===== src/rtl/sat_pkg.sv =====
package sat_pkg;
  typedef enum logic {CH_LEFT = 1'b0, CH_RIGHT = 1'b1} chan_e;

  function automatic chan_e other_chan(chan_e c);
    return (c == CH_LEFT) ? CH_RIGHT : CH_LEFT;
  endfunction
endpackage


===== src/rtl/sat_frame_timer.sv =====
module sat_frame_timer
  import sat_pkg::*;
#(
  parameter int DIV_W = 8
) (
  input  logic             clk,
  input  logic             rst_n,
  input  logic             go,
  input  logic [DIV_W-1:0] div,
  input  logic             first_right,
  output logic             run,
  output chan_e            chan,
  output logic             slot_start,
  output logic [DIV_W-1:0] cnt_nxt,
  output chan_e            chan_nxt
);
  logic [DIV_W-1:0] cnt_q;
  logic             run_nxt;

  always_comb begin
    slot_start = go && (!run || (cnt_q == div));
    run_nxt    = run;
    cnt_nxt    = cnt_q;
    chan_nxt   = chan;
    if (!go) begin
      run_nxt  = 1'b0;
      cnt_nxt  = '0;
      chan_nxt = CH_LEFT;
    end else if (slot_start) begin
      run_nxt  = 1'b1;
      cnt_nxt  = '0;
      chan_nxt = run ? other_chan(chan) : (first_right ? CH_RIGHT : CH_LEFT);
    end else begin
      cnt_nxt  = cnt_q + 1'b1;
    end
  end

  always_ff @(negedge clk or negedge rst_n) begin
    if (!rst_n) begin
      run   <= 1'b0;
      cnt_q <= '0;
      chan  <= CH_LEFT;
    end else begin
      run   <= run_nxt;
      cnt_q <= cnt_nxt;
      chan  <= chan_nxt;
    end
  end

  // channel holds inside a slot and changes at its end
  a_r1_slot_hold: assert property (@(negedge clk) disable iff (!rst_n)
    (run && go && cnt_q != div) |=> (chan == $past(chan)));
  a_r1_slot_flip: assert property (@(negedge clk) disable iff (!rst_n)
    (run && go && cnt_q == div) |=> (chan != $past(chan)));
endmodule


===== src/rtl/sat_word_buf.sv =====
module sat_word_buf
  import sat_pkg::*;
#(
  parameter int DATA_W = 32
) (
  input  logic              clk,
  input  logic              rst_n,
  input  logic [DATA_W-1:0] in_data,
  input  logic              in_valid,
  output logic              in_ready,
  input  logic              take,
  input  chan_e             take_chan,
  input  logic              uf_clr,
  output logic [DATA_W-1:0] word,
  output logic              underflow
);
  logic [DATA_W-1:0] hold_q;
  logic              full_q, full_nxt, accept, uf_nxt;
  logic [DATA_W-1:0] last_q [2];
  logic              tsel;

  assign in_ready = rst_n && !full_q;
  assign accept   = in_valid && !full_q;
  assign tsel     = (take_chan == CH_RIGHT);
  assign word     = full_q ? hold_q : last_q[tsel];

  always_comb begin
    full_nxt = full_q;
    if (take && full_q) full_nxt = 1'b0;
    else if (accept)    full_nxt = 1'b1;
    uf_nxt = underflow;
    if (take && !full_q) uf_nxt = 1'b1;
    else if (uf_clr)     uf_nxt = 1'b0;
  end

  always_ff @(negedge clk or negedge rst_n) begin
    if (!rst_n) begin
      hold_q    <= '0;
      full_q    <= 1'b0;
      underflow <= 1'b0;
    end else begin
      if (accept) hold_q <= in_data;
      full_q    <= full_nxt;
      underflow <= uf_nxt;
    end
  end

  for (genvar c = 0; c < 2; c++) begin : g_last
    always_ff @(negedge clk or negedge rst_n) begin
      if (!rst_n)                                 last_q[c] <= '0;
      else if (take && full_q && (tsel == c[0]))  last_q[c] <= hold_q;
    end
  end

  // flag is sticky without a clear request
  a_r8_sticky: assert property (@(negedge clk) disable iff (!rst_n)
    (underflow && !uf_clr) |=> underflow);
  // a taken sample occupies the buffer
  a_r11_fill: assert property (@(negedge clk) disable iff (!rst_n)
    (in_valid && in_ready && !take) |=> !in_ready);
  // a starved slot start raises the flag
  a_r7_starve: assert property (@(negedge clk) disable iff (!rst_n)
    (take && in_ready) |=> underflow);
endmodule


===== src/rtl/sat_serializer.sv =====
module sat_serializer #(
  parameter int DATA_W = 32,
  parameter int DIV_W  = 8,
  localparam int WL_W  = $clog2(DATA_W)
) (
  input  logic              clk,
  input  logic              rst_n,
  input  logic              go,
  input  logic              slot_start,
  input  logic [DATA_W-1:0] sel_word,
  input  logic [DIV_W-1:0]  cnt_nxt,
  input  logic [WL_W-1:0]   wlen,
  input  logic              delay,
  output logic              sdata
);
  logic [DATA_W-1:0] cur_q, word_nxt;
  logic              b0_q, bit_nxt, sd_nxt;

  assign word_nxt = slot_start ? sel_word : cur_q;

  always_comb begin
    bit_nxt = 1'b0;
    if (32'(cnt_nxt) <= 32'(wlen))
      bit_nxt = word_nxt[WL_W'(wlen - WL_W'(cnt_nxt))];
    if (!go)        sd_nxt = 1'b0;
    else if (delay) sd_nxt = b0_q;
    else            sd_nxt = bit_nxt;
  end

  always_ff @(negedge clk or negedge rst_n) begin
    if (!rst_n) begin
      cur_q <= '0;
      b0_q  <= 1'b0;
      sdata <= 1'b0;
    end else begin
      if (slot_start) cur_q <= sel_word;
      b0_q  <= go && bit_nxt;
      sdata <= sd_nxt;
    end
  end

  // idle drives zero
  a_r6_idle_zero: assert property (@(negedge clk) disable iff (!rst_n)
    !go |=> !sdata);
endmodule


===== src/rtl/stereo_ser_tx.sv =====
module stereo_ser_tx
  import sat_pkg::*;
#(
  parameter int DATA_W = 32,
  parameter int DIV_W  = 8,
  localparam int WL_W  = $clog2(DATA_W)
) (
  input  logic              sclk,
  input  logic              rst_n,
  input  logic              enable,
  input  logic [WL_W-1:0]   cfg_wlen,
  input  logic [DIV_W-1:0]  cfg_div,
  input  logic              cfg_pol,
  input  logic              cfg_first_right,
  input  logic              cfg_delay,
  input  logic [DATA_W-1:0] in_data,
  input  logic              in_valid,
  output logic              in_ready,
  input  logic              uf_clr,
  output logic              sdata,
  output logic              lrclk,
  output logic              underflow,
  output logic              cfg_error
);
  logic [1:0]        rst_pipe;
  logic              rst_s;
  logic              run, slot_start, go;
  chan_e             chan, chan_nxt;
  logic [DIV_W-1:0]  cnt_nxt;
  logic [DATA_W-1:0] sel_word;

  logic [WL_W-1:0]   wlen_q, wlen_e;
  logic [DIV_W-1:0]  div_q, div_e;
  logic              pol_q, pol_e, first_q, first_e, dly_q, dly_e;

  always_ff @(negedge sclk or negedge rst_n) begin
    if (!rst_n) rst_pipe <= '0;
    else        rst_pipe <= {rst_pipe[0], 1'b1};
  end
  assign rst_s = rst_pipe[1];

  // settings snapshot, refreshed only while idle
  always_ff @(negedge sclk or negedge rst_s) begin
    if (!rst_s) begin
      wlen_q  <= '0;
      div_q   <= '0;
      pol_q   <= 1'b0;
      first_q <= 1'b0;
      dly_q   <= 1'b0;
    end else if (!run) begin
      wlen_q  <= cfg_wlen;
      div_q   <= cfg_div;
      pol_q   <= cfg_pol;
      first_q <= cfg_first_right;
      dly_q   <= cfg_delay;
    end
  end

  assign wlen_e  = run ? wlen_q  : cfg_wlen;
  assign div_e   = run ? div_q   : cfg_div;
  assign pol_e   = run ? pol_q   : cfg_pol;
  assign first_e = run ? first_q : cfg_first_right;
  assign dly_e   = run ? dly_q   : cfg_delay;

  assign cfg_error = (wlen_e < WL_W'(2)) || (32'(div_e) < 32'(wlen_e));
  assign go        = enable && !cfg_error;
  assign lrclk     = (chan == CH_RIGHT) ^ pol_e;

  sat_frame_timer #(.DIV_W(DIV_W)) u_timer (
    .clk(sclk), .rst_n(rst_s), .go(go), .div(div_e), .first_right(first_e),
    .run(run), .chan(chan), .slot_start(slot_start),
    .cnt_nxt(cnt_nxt), .chan_nxt(chan_nxt)
  );

  sat_word_buf #(.DATA_W(DATA_W)) u_buf (
    .clk(sclk), .rst_n(rst_s), .in_data(in_data), .in_valid(in_valid),
    .in_ready(in_ready), .take(slot_start), .take_chan(chan_nxt),
    .uf_clr(uf_clr), .word(sel_word), .underflow(underflow)
  );

  sat_serializer #(.DATA_W(DATA_W), .DIV_W(DIV_W)) u_ser (
    .clk(sclk), .rst_n(rst_s), .go(go), .slot_start(slot_start),
    .sel_word(sel_word), .cnt_nxt(cnt_nxt), .wlen(wlen_e), .delay(dly_e),
    .sdata(sdata)
  );

  // invalid settings keep the block idle
  a_r9_no_start: assert property (@(negedge sclk) disable iff (!rst_s)
    (cfg_error && !run) |=> !run);
  // the first enabled edge starts a slot
  a_r12_start: assert property (@(negedge sclk) disable iff (!rst_s)
    (enable && !cfg_error && !run) |=> run);
endmodule


===== config.mk =====
export PLATFORM = sky130hd
export DESIGN_NAME = stereo_ser_tx
export DESIGN_NICKNAME = d
export VERILOG_FILES = /design/src/rtl/sat_pkg.sv /design/src/rtl/sat_frame_timer.sv /design/src/rtl/sat_word_buf.sv /design/src/rtl/sat_serializer.sv /design/src/rtl/stereo_ser_tx.sv
export SDC_FILE = /design/constraint.sdc
export NUM_CORES = 1
export LEC_CHECK = 0
export BUFFER_PORTS_ARGS = -buffer_cell sky130_fd_sc_hd__buf_2
export CAP_MARGIN = 20
export CORE_MARGIN = 1.5
export CORE_UTILIZATION = 35
export DETAILED_ROUTE_END_ITERATION = 7
export GPL_TIMING_DRIVEN = 0
export HOLD_SLACK_MARGIN = 0.02
export PLACE_DENSITY_LB_ADDON = 0.25
export SETUP_SLACK_MARGIN = 0.2
export SLEW_MARGIN = 5
export SYNTH_ARGS = -nofsm -noshare
export SYNTH_HDL_FRONTEND = slang
export SYNTH_SLANG_ARGS = --single-unit
export TNS_END_PERCENT = 1

===== constraint.sdc =====
create_clock -name sclk -period 4.68 [get_ports sclk]
set_input_delay 0.234 -clock sclk [delete_from_list [all_inputs] [get_ports sclk]]
set_output_delay 0.234 -clock sclk [all_outputs]
set_load 0.005 [all_outputs]

==> results_tabular.tex <==
\begin{tabular}{lr}
\hline
Metric & Value \\
\hline
\multicolumn{2}{l}{\textbf{Run status}} \\
\quad Outcome & finished, violations left \\
\quad Violated checks & negative setup slack \\
\multicolumn{2}{l}{\textbf{Yosys}} \\
\quad Post-synthesis xor/xnor area fraction & 2.26\% \\
\quad Largest cells by area after synthesis & dfrtn\_1, mux2\_2, mux2i\_1, a21oi\_1, nand2\_1 \\
\quad Number of storage elements in the synthesis netlist & 159 \\
\quad Largest family of logic cells by synthesized area & multiplexers \\
\quad Post-synthesis area per instance & 11.8 um\^{}2 \\
\quad Post-Synthesis Net Count & 722 \\
\quad Fraction of the mapped netlist area in adder cells & 2.52\% \\
\quad Post-synthesis async set-or-reset flop share & 100\% \\
\quad Multiplexer share of the synthesized area & 19.3\% \\
\quad Share of Yosys cell area claimed by the top area cell type & 51.3\% \\
\quad Cell type with the highest aggregate area in the netlist & dfrtn\_1 \\
\quad Number of synthesized flops with an enable pin & 0 \\
\quad Combined area of all synthesized cells & 7750 um\^{}2 \\
\quad Leading register cell type out of synthesis & dfrtn\_1 \\
\quad Number of distinct library cell variants in the gate-level netlist after synthesis & 59 \\
\quad Number of synthesis warnings & 0 \\
\quad Synth Area in Simple Gates & 8.09\% \\
\quad Fraction of the yosys area taken by sequential cells & 51.3\% \\
\quad Compound-cell area share of the yosys netlist & 12.4\% \\
\quad Gate count after technology mapping & 654 \\
\multicolumn{2}{l}{\textbf{Timing}} \\
\quad Minimum setup slack in the final design & -1.92 ns \\
\quad Final setup fails & 99 \\
\quad Relative slew slack & 39.5\% \\
\quad Summed negative setup slack over all endpoints & -56.94 ns \\
\quad Slew at the pin with the worst max-slew slack & 0.908 ns \\
\quad Unrepaired setup endpoints after global routing & true \\
\quad Fin Clk Skew & 0.00844 ns \\
\quad Max-slew violation total from the final report & 0 \\
\quad Endpoints failing hold & 0 \\
\multicolumn{2}{l}{\textbf{Worst setup path}} \\
\quad Nature of the critical path startpoint & input port \\
\quad Kind of end point of the critical path & register \\
\quad Worst-path maximum fanout & 10 \\
\quad Setup slack, reg-to-reg & -0.40 ns \\
\quad Critical setup path kind & in -> reg \\
\quad Worst endpoint data arrival time & 4.52 ns \\
\quad Worst EP required & 2.60 ns \\
\quad Reg2reg path depth & 21 \\
\multicolumn{2}{l}{\textbf{Cells and area}} \\
\quad Core Util, Final & 46.5\% \\
\quad Post-Layout Inst Area & 10100 um\^{}2 \\
\quad Diodes inserted & 0 \\
\quad Proportion of layout cells with a drive suffix above 1 & 42.2\% \\
\quad Non-filler instance count after layout & 1046 \\
\quad Final \#Nets & 821 \\
\quad Area growth from synthesis to layout & 30.5\% \\
\multicolumn{2}{l}{\textbf{Power and ir drop}} \\
\quad Part of the power in combinational logic & 34.0\% \\
\quad Power per cell area & 574 nW/um\^{}2 \\
\quad Fraction of power spent switching nets & 34.2\% \\
\quad Largest voltage drop on the vdd net & 0.313 mV \\
\quad Lkg Pwr & 4.47 nW \\
\quad Sequential cell fraction of total power & 41.4\% \\
\quad Total internal power & 3.82 mW \\
\quad Clock power share & 24.6\% \\
\quad Total net switching power & 1.98 mW \\
\multicolumn{2}{l}{\textbf{Min path}} \\
\quad Class of the worst hold path & reg -> reg \\
\quad Cell depth of the worst min-delay path & 0 \\
\multicolumn{2}{l}{\textbf{GRT}} \\
\quad Antenna violations before repair & 0 \\
\quad Grt ovf & 0 \\
\quad Largest net degree at the start of global routing & 25 \\
\quad Number of global-route vias before repair & 6146 \\
\quad Global-route wire length before repair & 33.0 mm \\
\quad Total GRT Usage & 19.1\% \\
\multicolumn{2}{l}{\textbf{Routing}} \\
\quad First-pass iteration count of the detailed router & 5 \\
\quad Total detailed-routing wirelength & 20.5 mm \\
\quad DRC violations left & 0 \\
\quad Count of antenna-violating nets left after detailed routing & 0 \\
\quad Overall via count from detail\_route & 5716 \\
\quad Routed length per instance & 19.6 um \\
\quad DRT iter0 DRCs & 370 \\
\quad Vias per std cell & 5.46 \\
\multicolumn{2}{l}{\textbf{Clocking}} \\
\quad TritonCTS Buffers & 17 \\
\quad TritonCTS clock tree & built \\
\quad Count of clock tree sinks & 159 \\
\quad Clock root buffer & clkbuf\_16 \\
\quad Max Buffers Root-to-Sink & 2 \\
\quad CTS clock-pin slew for the worst setup and hold paths & 0.05 ns \\
\quad Level count of the clock H-tree & 4 \\
\quad Clock Latency Late Sink & 0.42 ns \\
\multicolumn{2}{l}{\textbf{Placed design}} \\
\quad Placed inst area & 8720 um\^{}2 \\
\quad Place WS & -2.88 ns \\
\quad Number of buffer cells added on primary ports & 57 \\
\quad Estimated wirelength of the detail-placed design & 14.1 mm \\
\quad Placed Instances & 999 \\
\quad Global placement routability congestion & 0.860 \\
\multicolumn{2}{l}{\textbf{Die}} \\
\quad Std cell rows & 54 \\
\quad Die Y-Extent & 152 um \\
\quad Io pins & 58 \\
\quad Initial Util & 35.6\% \\
\quad Die Outline Area & 23000 um\^{}2 \\
\quad Floorplan die width & 152 um \\
\quad Core Area & 21800 um\^{}2 \\
\multicolumn{2}{l}{\textbf{Job}} \\
\quad Max-capacitance violation count & 0 \\
\hline
\end{tabular}
[cell families (layout without fill, tap and decap cells)]
| kind of cell | after synthesis | in the layout |
|---|---|---|
| other | 1 | 1 |
| flip-flops | 159 | 159 |
| AND/OR/NAND/NOR | 128 | 128 |
| buffers and inverters | 65 | 177 |
| adder cells (fa/ha/maj) | 15 | 15 |
| multiplexers | 133 | 133 |
| XOR/XNOR | 20 | 20 |
| AO/OA/AOI/OAI | 133 | 133 |
[cells in the mapped netlist, types with 4 or more instances]
| cell type | number |
|---|---|
| nand3_1 | 11 |
| o311a_1 | 4 |
| mux2_4 | 5 |
| o21ai_0 | 15 |
| a21oi_1 | 39 |
| nor2_1 | 29 |
| a311oi_1 | 6 |
| inv_1 | 23 |
| dfrtn_1 | 159 |
| nand4_1 | 4 |
| a211oi_2 | 5 |
| ha_1 | 14 |
| nor2b_1 | 5 |
| o211a_1 | 16 |
| a211oi_1 | 16 |
| nand2_1 | 48 |
| a31oi_1 | 6 |
| buf_2 | 10 |
| clkbuf_1 | 23 |
| nand2b_1 | 6 |
| nor3_1 | 10 |
| mux2_2 | 101 |
| xor2_1 | 15 |
| mux2i_1 | 26 |
| xnor2_1 | 5 |
[per-layer routing]
layer	global-route usage, %	vias to the layer above	part of all wire, %	wire [um]
met4	6.20	0	2.0	402
met1	23.7	2947	43	8740
met5	0	-	0	0
li1	-	2569	-	-
met3	4.37	35	4.6	939
met2	32.8	165	51	10400
[final timing paths]
kind | endpoint | from
setup / recovery | u_ser.sdata | cfg_div[3]
min in group asynchronous | u_buf.hold_q[0] | rst_pipe[1]
hold / removal | rst_pipe[1] | rst_pipe[0]
max in group asynchronous | rst_pipe[1] | rst_n
setup reg to reg | u_ser.sdata | u_timer.run
hold reg to reg | rst_pipe[1] | rst_pipe[0]
[repair_timing]
item / 4_1_cts / 5_1_grt
hold buffers: 0 / 0
buffers inserted: 12 / 3
setup endpoints to repair: 111 / 112
gates resized for setup: 108 / 38
pin swaps: 21 / 9
[registers in the layout, summed over array words and instances (netlist names), 2 cells and up]
register / count
wlen_q: 5
u_timer.cnt_q: 8
u_ser.cur_q: 32
rst_pipe: 2
u_buf.hold_q: 32
u_buf.last_q: 64
div_q: 8
[per-stage QoR]
stage                     power [mW]  hold slack, ns
after floorplan                 3.53           0.292
after global placement          3.95           0.297
after detailed placement        4.07           0.297
after CTS                       5.72           0.297
after global routing            6.13           0.301
final                           5.81           0.295
[power groups by stage]
stage / combinational, mW / clock, mW / sequential [mW]
global route: 2.14 / 1.51 / 2.48
global placement: 1.56 / 0 / 2.39
finish: 1.97 / 1.43 / 2.41
floorplan: 1.26 / 0 / 2.28
CTS: 1.88 / 1.45 / 2.39
detailed placement: 1.67 / 0 / 2.40
[cell type report]
type	count	area [um^2]
Sequential cell	159	3980
Clock buffer	19	443
Tap cell	280	350
Buffer	41	489
Multi-Input combinational cell	430	3970
Inverter	24	121
Fill cell	1981	11600
Timing Repair Buffer	80	609
Clock inverter	13	154
[worst max-delay path: stages]
cell	delay [ns]
buf_2	0.10
mux2_4	0.30
ha_4	0.26
a211oi_4	0.24
o221ai_4	0.15
a2111oi_4	0.39
or2_4	0.20
buf_6	0.13
or3_4	0.14
inv_4	0.04
ha_4	0.15
inv_2	0.06
fa_2	0.46
clkbuf_16	0.19
buf_4	0.14
buf_2	0.19
a2111oi_1	0.48
a311o_1	0.19
nand4_1	0.18
a32o_2	0.28
[placed cells by master, fill, tap and decap left out, types with 5 or more instances in the layout]
cell type | Yosys | layout
mux2i_2 | 0 | 7
mux2_2 | 101 | 100
mux2i_1 | 26 | 13
nor2b_1 | 5 | 5
buf_12 | 1 | 7
nand2b_1 | 6 | 6
a21oi_1 | 39 | 34
clkbuf_1 | 23 | 10
buf_2 | 10 | 58
buf_6 | 3 | 9
clkbuf_16 | 0 | 21
o21ai_0 | 15 | 13
nor2_1 | 29 | 25
buf_16 | 0 | 7
a211oi_1 | 16 | 13
mux2_4 | 5 | 6
inv_6 | 0 | 5
buf_4 | 1 | 15
nand2_1 | 48 | 45
nand3_1 | 11 | 7
a211oi_2 | 5 | 7
xor2_1 | 15 | 5
buf_8 | 0 | 5
o211a_1 | 16 | 16
xor2_2 | 0 | 9
clkinvlp_4 | 0 | 5
mux2i_4 | 0 | 6
nor3_1 | 10 | 9
a21oi_2 | 1 | 5
a311oi_1 | 6 | 6
inv_1 | 23 | 19
ha_1 | 14 | 10
dfrtn_1 | 159 | 159
a31oi_1 | 6 | 6
Power figures use the tool's default switching activity.
